### src/rtl/wp_pkg.sv
package wp_pkg;

    typedef logic [7:0] wp_byte_t;

    // command key bytes
    localparam wp_byte_t KEY_A    = 8'hAA;
    localparam wp_byte_t KEY_B    = 8'h55;
    localparam wp_byte_t OP_OPEN  = 8'hA0;
    localparam wp_byte_t OP_ERASE = 8'h80;
    localparam wp_byte_t OP_CLEAR = 8'h20;

    // number of command writes already matched
    typedef enum logic [2:0] {
        ST_IDLE = 3'd0,
        ST_K1   = 3'd1,
        ST_K2   = 3'd2,
        ST_E1   = 3'd3,
        ST_E2   = 3'd4,
        ST_E3   = 3'd5
    } wp_step_e;

endpackage

### src/rtl/wp_key_match.sv
module wp_key_match
    import wp_pkg::*;
#(
    parameter int ADDR_W = 16,
    parameter logic [ADDR_W-1:0] ADDR_X = 16'h5555,
    parameter logic [ADDR_W-1:0] ADDR_Y = 16'h2AAA
) (
    input  wp_step_e          step,
    input  logic [ADDR_W-1:0] addr,
    input  wp_byte_t          data,
    output logic              adv,
    output wp_step_e          next_step,
    output logic              hit_open,
    output logic              hit_clear,
    output logic              hit_first
);

    logic at_x;
    logic at_y;

    always_comb begin
        at_x      = (addr == ADDR_X);
        at_y      = (addr == ADDR_Y);
        hit_first = at_x && (data == KEY_A);
        adv       = 1'b0;
        next_step = ST_IDLE;
        hit_open  = 1'b0;
        hit_clear = 1'b0;
        unique case (step)
            ST_IDLE: begin
                adv       = hit_first;
                next_step = ST_K1;
            end
            ST_K1: begin
                adv       = at_y && (data == KEY_B);
                next_step = ST_K2;
            end
            ST_K2: begin
                if (at_x && (data == OP_OPEN)) begin
                    adv       = 1'b1;
                    hit_open  = 1'b1;
                    next_step = ST_IDLE;
                end else if (at_x && (data == OP_ERASE)) begin
                    adv       = 1'b1;
                    next_step = ST_E1;
                end
            end
            ST_E1: begin
                adv       = hit_first;
                next_step = ST_E2;
            end
            ST_E2: begin
                adv       = at_y && (data == KEY_B);
                next_step = ST_E3;
            end
            ST_E3: begin
                adv       = at_x && (data == OP_CLEAR);
                hit_clear = adv;
                next_step = ST_IDLE;
            end
            default: begin
                adv       = 1'b0;
                next_step = ST_IDLE;
            end
        endcase
    end

    // open and clear are each the final step of their own command
    always_comb begin
        assert_final_steps_R2: assert (!(hit_open && hit_clear));
    end

endmodule

### src/rtl/wp_gap_timer.sv
module wp_gap_timer #(
    parameter int GAP_CYCLES = 5000
) (
    input  logic clk,
    input  logic rst_n,
    input  logic run,
    input  logic kick,
    output logic expire
);

    localparam int CW = $clog2(GAP_CYCLES + 1);

    logic [CW-1:0] cnt_d;
    logic [CW-1:0] cnt_q;

    always_comb begin
        expire = 1'b0;
        cnt_d  = '0;
        if (kick || !run) begin
            cnt_d = '0;
        end else if (cnt_q == CW'(GAP_CYCLES - 1)) begin
            expire = 1'b1;
            cnt_d  = '0;
        end else begin
            cnt_d = cnt_q + 1'b1;
        end
    end

    always_ff @(posedge clk or negedge rst_n) begin
        if (!rst_n) cnt_q <= '0;
        else        cnt_q <= cnt_d;
    end

    assert_cnt_bound_R7: assert property (@(posedge clk) disable iff (!rst_n)
        cnt_q < CW'(GAP_CYCLES));

    assert_kick_restarts_R7: assert property (@(posedge clk) disable iff (!rst_n)
        kick |=> (cnt_q == '0));

endmodule

### src/rtl/wp_unlock_seq.sv
module wp_unlock_seq
    import wp_pkg::*;
#(
    parameter int ADDR_W     = 16,
    parameter int PAGE_BYTES = 128,
    parameter int GAP_CYCLES = 5000,
    parameter logic [ADDR_W-1:0] ADDR_X = 16'h5555,
    parameter logic [ADDR_W-1:0] ADDR_Y = 16'h2AAA
) (
    input  logic              clk,
    input  logic              rst_n,
    input  logic              wr_stb,
    input  logic [ADDR_W-1:0] wr_addr,
    input  logic [7:0]        wr_data,
    output logic              wr_allow,
    output logic              wr_cmd
);

    localparam int LW = $clog2(PAGE_BYTES + 1);

    typedef struct packed {
        logic            prot;
        wp_step_e        step;
        logic            win;
        logic [LW-1:0]   loads;
    } seq_state_t;

    seq_state_t st_d;
    seq_state_t st_q;

    logic     m_adv;
    wp_step_e m_next;
    logic     m_open;
    logic     m_clear;
    logic     m_first;
    logic     tmr_run;
    logic     tmr_expire;

    wp_key_match #(
        .ADDR_W (ADDR_W),
        .ADDR_X (ADDR_X),
        .ADDR_Y (ADDR_Y)
    ) i_match (
        .step      (st_q.step),
        .addr      (wr_addr),
        .data      (wr_data),
        .adv       (m_adv),
        .next_step (m_next),
        .hit_open  (m_open),
        .hit_clear (m_clear),
        .hit_first (m_first)
    );

    assign tmr_run = (st_q.step != ST_IDLE) || st_q.win;

    wp_gap_timer #(
        .GAP_CYCLES (GAP_CYCLES)
    ) i_timer (
        .clk    (clk),
        .rst_n  (rst_n),
        .run    (tmr_run),
        .kick   (wr_stb),
        .expire (tmr_expire)
    );

    always_comb begin
        st_d     = st_q;
        wr_allow = 1'b0;
        wr_cmd   = 1'b0;
        if (wr_stb) begin
            if (st_q.win) begin
                wr_allow = 1'b1;
                if (st_q.loads == LW'(PAGE_BYTES - 1)) begin
                    st_d.win   = 1'b0;
                    st_d.loads = '0;
                end else begin
                    st_d.loads = st_q.loads + 1'b1;
                end
            end else if (m_adv) begin
                wr_cmd    = 1'b1;
                st_d.step = m_next;
                if (m_open) begin
                    st_d.prot  = 1'b1;
                    st_d.win   = 1'b1;
                    st_d.loads = '0;
                end
                if (m_clear) begin
                    st_d.prot = 1'b0;
                end
            end else if (m_first) begin
                wr_cmd    = 1'b1;
                st_d.step = ST_K1;
            end else begin
                wr_allow  = !st_q.prot;
                st_d.step = ST_IDLE;
            end
        end else if (tmr_expire) begin
            st_d.step  = ST_IDLE;
            st_d.win   = 1'b0;
            st_d.loads = '0;
        end
    end

    always_ff @(posedge clk or negedge rst_n) begin
        if (!rst_n) begin
            st_q <= '{prot: 1'b0, step: ST_IDLE, win: 1'b0, loads: '0};
        end else begin
            st_q <= st_d;
        end
    end

    assert_quiet_without_strobe_R1: assert property (@(posedge clk) disable iff (!rst_n)
        !wr_stb |-> !(wr_allow || wr_cmd));

    assert_pass_when_open_R1: assert property (@(posedge clk) disable iff (!rst_n)
        (wr_stb && !st_q.prot && !wr_cmd) |-> wr_allow);

    assert_cmd_never_stored_R2: assert property (@(posedge clk) disable iff (!rst_n)
        wr_cmd |-> !wr_allow);

    assert_window_implies_prot_R3: assert property (@(posedge clk) disable iff (!rst_n)
        $rose(st_q.win) |-> st_q.prot);

    assert_block_when_locked_R4: assert property (@(posedge clk) disable iff (!rst_n)
        (wr_stb && st_q.prot && !st_q.win && !wr_cmd) |-> !wr_allow);

    assert_window_loads_R6: assert property (@(posedge clk) disable iff (!rst_n)
        (wr_stb && st_q.win) |-> (wr_allow && !wr_cmd));

    assert_load_cap_R6: assert property (@(posedge clk) disable iff (!rst_n)
        st_q.win |-> (st_q.loads < LW'(PAGE_BYTES)));

    assert_expire_idles_R7: assert property (@(posedge clk) disable iff (!rst_n)
        tmr_expire |=> ((st_q.step == ST_IDLE) && !st_q.win));

endmodule

### config.mk
export PLATFORM = sky130hd
export DESIGN_NAME = wp_unlock_seq
export DESIGN_NICKNAME = d
export VERILOG_FILES = /design/src/rtl/wp_pkg.sv /design/src/rtl/wp_key_match.sv /design/src/rtl/wp_gap_timer.sv /design/src/rtl/wp_unlock_seq.sv
export SDC_FILE = /design/constraint.sdc
export NUM_CORES = 1
export LEC_CHECK = 0
export ABC_AREA = 0
export BUFFER_PORTS_ARGS = -buffer_cell sky130_fd_sc_hd__buf_2
export CAP_MARGIN = 20
export CORE_ASPECT_RATIO = 1.75
export CORE_MARGIN = 2
export CORE_UTILIZATION = 55
export DETAILED_ROUTE_END_ITERATION = 12
export PLACE_DENSITY = 0.83
export SLEW_MARGIN = 20
export SYNTH_ARGS = -nofsm -noshare
export SYNTH_HDL_FRONTEND = slang
export SYNTH_HIERARCHICAL = 1
export SYNTH_SLANG_ARGS = --single-unit
### constraint.sdc
create_clock -name clk -period 2.5 [get_ports clk]
set_input_delay 0.375 -clock clk [delete_from_list [all_inputs] [get_ports clk]]
set_output_delay 0.375 -clock clk [all_outputs]
set_load 0.01 [all_outputs]
==> impl_metrics.yaml <==
run_status:
  status: "finished clean"
run:
  drv_cap: 0
setup_path:
  reg2reg_to: "st_q[6]"
  cp_top_family: "simple AND/OR/NAND/NOR gates"
  critPathKind: "in2out"
  worst_ep_arrival_time_ns: 2.04
  reg2reg_depth: 7
  cpMaxStageDelayCell: "or3b_4"
  crit_end: "wr_allow"
  startpoint_type: "primary input"
  crit_chain: "buf_2 > or3b_4 > nor4_1 > a211oi_1 > o22ai_1 > buf_4 > nor3_1 > o21a_1 > buf_2"
  cp_max_fo: 9
  end_kind: "output pin"
  path_buf_inv: 3
  reg2reg_slack_ns: 0.12
  required_ns: 2.12
  slowest_delay_ns: 0.41
  cp.depth: 9
  timing.rr.start: "i_timer/cnt_q[5]"
  cpMostUsedCell: "buf_2"
  crit_start: "wr_data[0]"
clock_tree:
  cts_buffers: 3
  postCtsHoldBufs: 0
  clkLatencyLatePin_ns: 0.27
  clockRootBuffer: "clkbuf_8"
  cts_tree: "done"
  htreeDepth: 1
  cts.sinks: 26
  clk_pin_slew_ns: 0.09
  cts_buffer_depth: 2
routing:
  ant_nets: 0
  dr.pass1.iters: 4
  drc: 0
  wl_per_cell_um: 16.0
  routed_via_density: 6.36
  num_vias: 1501
  drt_iter0_markers: 77
  wl_mm: 3.77
place:
  dpl.cell_count: 232
  numPortBuffers: 28
  gp_congestion: 0.854
  dp_hpwl_mm: 2.85
power_and_ir_drop:
  irDropWorstVdd_uv: 382
  p_leak_nw: 0.789
  powerDensity_nw_per_um2: 396
floorplan:
  num_io_pins: 29
  die_h_um: 77.0
  start_util: 0.572
  die_w_um: 45.7
  rows: 26
  dieArea_um2: 3520
  core_um2: 2930
timing:
  slew_viol_final: 0
  worst_slew_pin_slew_ns: 0.567
  setup_tns_ns: 0
  min_period_ns: 2.41
  finalHoldViolCount: 0
  finalCritPeriodShare: 0.966
  slew_headroom: 0.622
  setup_viol: 0
  skew_ns: 0.00200
  fmax_mhz: 414
  rsz0062_at_grt: "false"
final_layout:
  area_growth_pct: 12.6
  layoutNonFillerInstCount: 236
  fill_cells: 239
  drive_gt1_frac: 0.260
  antennaDiodeCount: 0
  final_nets: 238
yosys:
  synth_area_per_cell_um2: 9.35
  synth-compound-area-share: 0.149
  yosysSeqAreaShare: 0.389
  ys.flop_type: "dfrtp_1"
  synth_simple_gate_area_frac: 0.331
  yosys.area_share.adder: 0.0149
  synth_top_area_cell: "dfrtp_1"
  ys_top_cells_by_area: "dfrtp_1 (39%), nor2_1 (4.5%), xnor2_1 (4.2%)"
  yosys_warnings: 6
  syn_nets: 208
  synth_cell_types: 53
  synth_xor_xnor_area_share: 0.0680
  muxShareOfSynthArea: 0.00673
  syn-cell-area_um2: 1670
  synth_top_family_by_area: "simple AND/OR/NAND/NOR gates"
  synth_edf_count: 0
  synthArstFlopShare: 1.00
  yosys-top-cells-count: "dfrtp_1 (26), nor2_1 (20), nand2_1 (14)"
  syn_inst: 179
  synth_seq_cells: 26
  synth.most_common_cell: "dfrtp_1"
  synth_top_area_frac: 0.389
grt:
  grt_pass1_wl_mm: 6.28
  globalRouteOverflowTotal: 0
  grt_pass1_vias: 1518
  grtUsageTotal: 0.230
  grt_max_degree: 27
  antenna_found_initial: 0
hold_path:
  hp-class: "in2async"
==> logic make-up (layout without fill, tap and decap cells) <==
group / count (synthesis) / count (layout)
AOI/OAI and AO/OA: 31 / 31
xor gates and xnor gates: 13 / 13
adders and majority gates: 2 / 2
buffers and inverters: 12 / 41
DFF: 26 / 26
muxes: 1 / 1
and+or+nand+nor: 94 / 94
==> timing repair <==
item                       4_1_cts  5_1_grt
buffers inserted                 0        0
resized for setup                0        4
setup endpoints to repair        0        3
==> layout by cell type, fill, tap and decap left out, types with 5 or more instances in the layout <==
cell      count
buf_2        28
dfrtp_1      23
nor2_1       20
nand2_1      14
nor3_1       11
nand3_1      11
xnor2_1       8
o21ai_0       7
inv_1         6
nor4bb_1      6
a31oi_1       5
nand4_1       5
xor2_1        5
==> registers in the layout (all words and copies together), names as in the netlist <==
signal,flops
i_timer/cnt_q,13
st_q,13
==> worst min-delay path by stage <==
stage | startpoint | to
6_report | rst_n | st_q[1]
5_1_grt | rst_n | st_q[3]
4_1_cts | rst_n | st_q[1]
3_5_place_dp | rst_n | st_q[1]
3_3_place_gp | rst_n | st_q[3]
2_1_floorplan | rst_n | i_timer/cnt_q[0]
==> metal layers <==
layer,up-vias,part of all wire,global-route usage
met2,57,0.58,0.427
met1,715,0.36,0.259
li1,723,-,-
met3,6,0.048,0.0165
met5,-,0,0
met4,0,0.013,0.0743
==> cell type report <==
class	count	area, µm²	share of cell area
Multi-Input combinational cell	141	955	0.507
Tap cell	28	35.0	0.0186
Clock buffer	4	55.1	0.0292
Sequential cell	26	654	0.347
Timing Repair Buffer	31	163	0.0863
Inverter	6	22.5	0.0120
==> per-stage QoR <==
stage | hold WS (ns) | area, µm² | power [mW] | util | worst slack, ns
6_report | 0.0920 | 1880 | 0.746 | 0.644 | 0.0859
5_1_grt | 0.144 | 1880 | 0.772 | 0.644 | 0.00939
4_1_cts | 0.110 | 1880 | 0.751 | 0.642 | 0.0340
3_5_place_dp | 0.405 | 1830 | 0.488 | 0.624 | 0.0633
3_3_place_gp | 0.392 | 1830 | 0.485 | 0.624 | 0.146
2_1_floorplan | 0.0794 | 1670 | 0.451 | - | 0.269
==> power by group <==
| group | internal, mW | leakage [nW] | total [mW] | switching (mW) |
|---|---|---|---|---|
| clock | 0.141 | 0.0288 | 0.266 | 0.126 |
| combinational | 0.0270 | 0.402 | 0.0594 | 0.0324 |
| sequential | 0.420 | 0.358 | 0.420 | 0.0000000675 |
Note: power is estimated with default switching activity, not from simulation.
